$ cat src/rtl/edge_event_counter.sv
module edge_event_counter #(
  parameter int POLL_SHIFT = 4
) (
  input  logic       clk,
  input  logic       rst_n,
  input  logic       cnt_pin,
  input  logic [7:0] bus_addr,
  input  logic       bus_wr,
  input  logic [7:0] bus_wdata,
  input  logic       bus_rd,
  output logic [7:0] bus_rdata
);
  localparam logic [7:0] A_CTRL = 8'h0D;
  localparam logic [7:0] A_LO   = 8'h0E;
  localparam logic [7:0] A_HI   = 8'h0F;

  logic [1:0]            sync_q;
  logic                  ref_q;
  logic                  fall_sel_q;
  logic                  poll_q;
  logic [POLL_SHIFT-1:0] div_q;
  logic [15:0]           count_q;
  logic [7:0]            hi_snap_q;

  logic tick, sample_en, pin_s, hit, wr_lo, wr_hi;

  assign pin_s     = sync_q[1];
  assign tick      = &div_q;
  assign sample_en = !poll_q || tick;
  assign hit       = sample_en && (pin_s != ref_q) && (pin_s != fall_sel_q);
  assign wr_lo     = bus_wr && (bus_addr == A_LO);
  assign wr_hi     = bus_wr && (bus_addr == A_HI);

  always_ff @(posedge clk or negedge rst_n) begin
    if (!rst_n) begin
      sync_q     <= '0;
      ref_q      <= 1'b0;
      fall_sel_q <= 1'b0;
      poll_q     <= 1'b0;
      div_q      <= '0;
      count_q    <= '0;
      hi_snap_q  <= '0;
    end else begin
      sync_q <= {sync_q[0], cnt_pin};
      div_q  <= div_q + 1'b1;
      if (sample_en) ref_q <= pin_s;
      if (wr_lo || wr_hi) begin
        if (wr_lo) count_q[7:0]  <= bus_wdata;
        if (wr_hi) count_q[15:8] <= bus_wdata;
      end else if (hit) begin
        count_q <= count_q + 16'd1;
      end
      if (bus_wr && (bus_addr == A_CTRL)) {poll_q, fall_sel_q} <= bus_wdata[1:0];
      if (bus_rd && (bus_addr == A_LO)) hi_snap_q <= count_q[15:8];
    end
  end

  always_comb begin
    bus_rdata = 8'h00;
    if (bus_rd) begin
      case (bus_addr)
        A_CTRL:  bus_rdata = {6'b0, poll_q, fall_sel_q};
        A_LO:    bus_rdata = count_q[7:0];
        A_HI:    bus_rdata = hi_snap_q;
        default: bus_rdata = 8'h00;
      endcase
    end
  end
endmodule

$ cat config.mk
export PLATFORM = sky130hd
export DESIGN_NAME = edge_event_counter
export DESIGN_NICKNAME = d
export VERILOG_FILES = /design/src/rtl/edge_event_counter.sv
export SDC_FILE = /design/constraint.sdc
export NUM_CORES = 1
export LEC_CHECK = 0
export ABC_AREA = 1
export BUFFER_PORTS_ARGS = -buffer_cell sky130_fd_sc_hd__buf_2
export CORE_AREA = 2 2 80 82
export DETAILED_ROUTE_END_ITERATION = 6
export DIE_AREA = 0 0 82 84
export SYNTH_ARGS = -nofsm -noshare
export SYNTH_HDL_FRONTEND = slang
export SYNTH_SLANG_ARGS = --single-unit
$ cat constraint.sdc
create_clock -name clk -period 2.06 [get_ports clk]
set_input_delay 0 -clock clk [delete_from_list [all_inputs] [get_ports clk]]
set_output_delay 0 -clock clk [all_outputs]
set_load 0.005 [all_outputs]
==> impl_metrics.ini <==
[timing]
min_period_ps = 1590
finalCritPeriodShare = 0.770
fmax_ghz = 0.630
setup_viol = 0
clock_skew_ps = 3.19
fin_setup_tns_ps = 0
slew_headroom = 0.495
rsz0062_at_grt = false
hold_viol_final = 0
drv_slew = 0
tightest_slew_ps = 758
fin_ws_ps = 473

[outcome]
status = finished clean

[global_routing]
gr-usage-all-layers = 0.161
grt_overflow = 0
grt_pass1_wl_um = 8540
grt_max_degree = 34
grt_pass1_vias = 1828
antenna_found_initial = 0

[critical_path]
end_kind = flop
endpoint = count_q[12]$_DFFE_PN0P_
cpMostUsedCell = nand2_1
worstPathRequired_ps = 2280
r2r_start = div_q[0]$_DFF_PN0_
reg2reg_to = count_q[12]$_DFFE_PN0P_
critPathLaunchType = flop
slowest_delay_ps = 370
cp-startpoint = div_q[0]$_DFF_PN0_
arrival_ps = 1810
path_class = flop to flop
r2r_cells = 7
critPathSlowestCell = dfrtp_1
path_max_fanout = 18
path_cells = ha_1 -> nand3_1 -> nand2_1 -> nand4_4 -> nand2_2 -> nand2_1 -> nand2_1
r2r_slack_ps = 470

[cts]
clock_path_buffers = 2
clk_pin_slew_ps = 70
cts.sinks = 33
clkLatencyLatePin_ps = 280
cts-root-buf = clkbuf_8
postCtsSetupRepairBufs = 0
cts_resized = 0
htree_levels = 2
cts_tree = built
cts_buffers = 5

[detailed_routing]
drt.antenna.violating_nets = 0
routedWlPerCell_um = 12.8
num_vias = 1943
wirelength_um = 5170
route.detailed.drc = 0
drt_first_pass_iters = 4
avgViaCountPerCell = 4.81
first_iter_violations = 110

[flow_run]
maxCapViolations = 0

[synthesis]
ys_seq_area_frac = 0.404
synthDistinctLibCells = 28
muxShareOfSynthArea = 0
synthesis.area_mm2 = 0.00205
yosysWarnings = 0
synth_compound_area_frac = 0.0881
syn_nets = 314
syn_area_per_cell_um2 = 7.03
yosys.area_share.simple = 0.390
synth_top_family_by_area = simple AND/OR/NAND/NOR gates
ys_seq_elements = 33
yosys.area_share.xor_xnor = 0.0300
synthAdderAreaFrac = 0.0122
synth_cells = 291

[floorplan]
core_area_mm2 = 0.00610
io_pins = 29
die_y_um = 84
start_util = 0.336
fp-row-count = 29
die_w_um = 82
dieArea_mm2 = 0.00689

[power]
power_density_mw_per_mm2 = 635
pwr-share-clk = 0.416
switchingPower_mw = 0.380
swShare = 0.248
p_int_mw = 1.15
ir_drop_uv = 300
seqPwrFrac = 0.476
combPwrFrac = 0.109
p_leak_nw = 1.21

[placed_design]
gp_congestion = 0.897
place_area_mm2 = 0.00226
pre_cts_slack_ps = 446
detailed_place_hpwl_um = 3890
io_buffer_count = 28

[cells_and_area]
nets = 349
layout-drive-gt1-share = 0.159
utilization = 0.396
final_cell_mix = nand2_1 (105), nand3_1 (39), dfrtp_1 (33)
seq_area_um2 = 826
fillers = 668
multi_input_area_mm2 = 0.00106
mostFrequentLayoutCell = nand2_1
antenna_cells = 0
final_cell_area_mm2 = 0.00241
area_growth_pct = 18.0

[min_path]
min_path_type = primary input to flop
## power groups by stage
stage	Combinational, mW	Clock [mW]	Sequential [mW]
global placement	0.165	0	0.737
floorplan	0.107	0	0.728
detailed placement	0.162	0	0.741
global route	0.193	0.685	0.731
finish	0.167	0.637	0.729
CTS	0.169	0.650	0.729
## registers in the layout, summed over array words and instances (netlist names)
| signal | flops |
|---|---|
| ref_q | 1 |
| hi_snap_q | 8 |
| div_q | 4 |
| sync_q | 2 |
| fall_sel_q | 1 |
| count_q | 16 |
| poll_q | 1 |
## layout make-up
type                       instances  area share
inverter                          31      0.0482
sequential                        33       0.342
multi-input combinational        221       0.441
timing repair buffer              34      0.0808
tap                               77      0.0399
clock inverter                     1      0.0124
clock buffer                       7      0.0358
## Yosys cell counts
cell	count	area, µm²
buf_6	1	11.3
o21bai_1	1	7.51
nor2_1	20	75.1
nand4_4	1	21.3
inv_2	4	15.0
o21ai_1	4	20.0
nand2_2	5	31.3
ha_1	2	25.0
a21oi_1	4	20.0
o21a_1	4	30.0
inv_1	26	97.6
nor3_1	1	5.00
dfrtp_1	33	826
nor2_4	3	33.8
xnor2_1	4	35.0
xor2_1	3	26.3
o21ai_0	15	75.1
buf_2	4	20.0
nand3b_1	1	7.51
nand3_2	1	10.0
o221ai_1	1	8.76
clkinv_1	1	3.75
nand4_1	3	18.8
nand2_1	105	394
buf_4	1	7.51
o22ai_1	3	18.8
nand3_1	39	195
nor2_2	1	6.26
## repair_timing
action / 4_1_cts / 5_1_grt
endpoints found under the setup margin: 0 / 0
hold endpoints to repair: 36 / 0
hold buffers: 4 / 0
## worst min path at each step
stage                 startpoint                  endpoint  slack, ps  cells past startpoint
finish              bus_wdata[5]   count_q[13]$_DFFE_PN0P_         30                      5
global route        bus_wdata[5]   count_q[13]$_DFFE_PN0P_        100                      5
CTS                 bus_wdata[5]   count_q[13]$_DFFE_PN0P_         30                      5
detailed placement         rst_n  hi_snap_q[7]$_DFFE_PN0P_        110                      1
global placement         cnt_pin       sync_q[0]$_DFF_PN0_        110                      1
floorplan                  rst_n    count_q[0]$_DFFE_PN0P_       -300                      0
## cells by family (layout without fill, tap and decap cells)
group                      count (synthesis)  count (layout)
DFF                                       33              33
xor gates and xnor gates                   7               7
and+or+nand+nor                          180             180
buffers and inverters                     37              73
adders and majority gates                  2               2
AOI/OAI and AO/OA                         32              32
## worst max-delay path, delay by kind of cell (launching register included)
kind | cells | cell delay (ps)
adders and majority gates | 1 | 190
DFF | 1 | 370
and+or+nand+nor | 6 | 960
## through the flow
stage,cells,hold slack [ps],power [mW]
global placement,392,108,0.902
CTS,404,31.6,1.55
finish,404,33.0,1.53
floorplan,291,-296,0.835
global route,404,95.5,1.61
detailed placement,392,110,0.903
## layer usage
layer,vias up,part of all wire,GRT usage
met3,9,0.062,0.0292
met2,61,0.45,0.250
met1,873,0.47,0.223
li1,1000,-,-
met5,-,0,0
met4,0,0.022,0.0530
(Power assumes the default switching activity.)
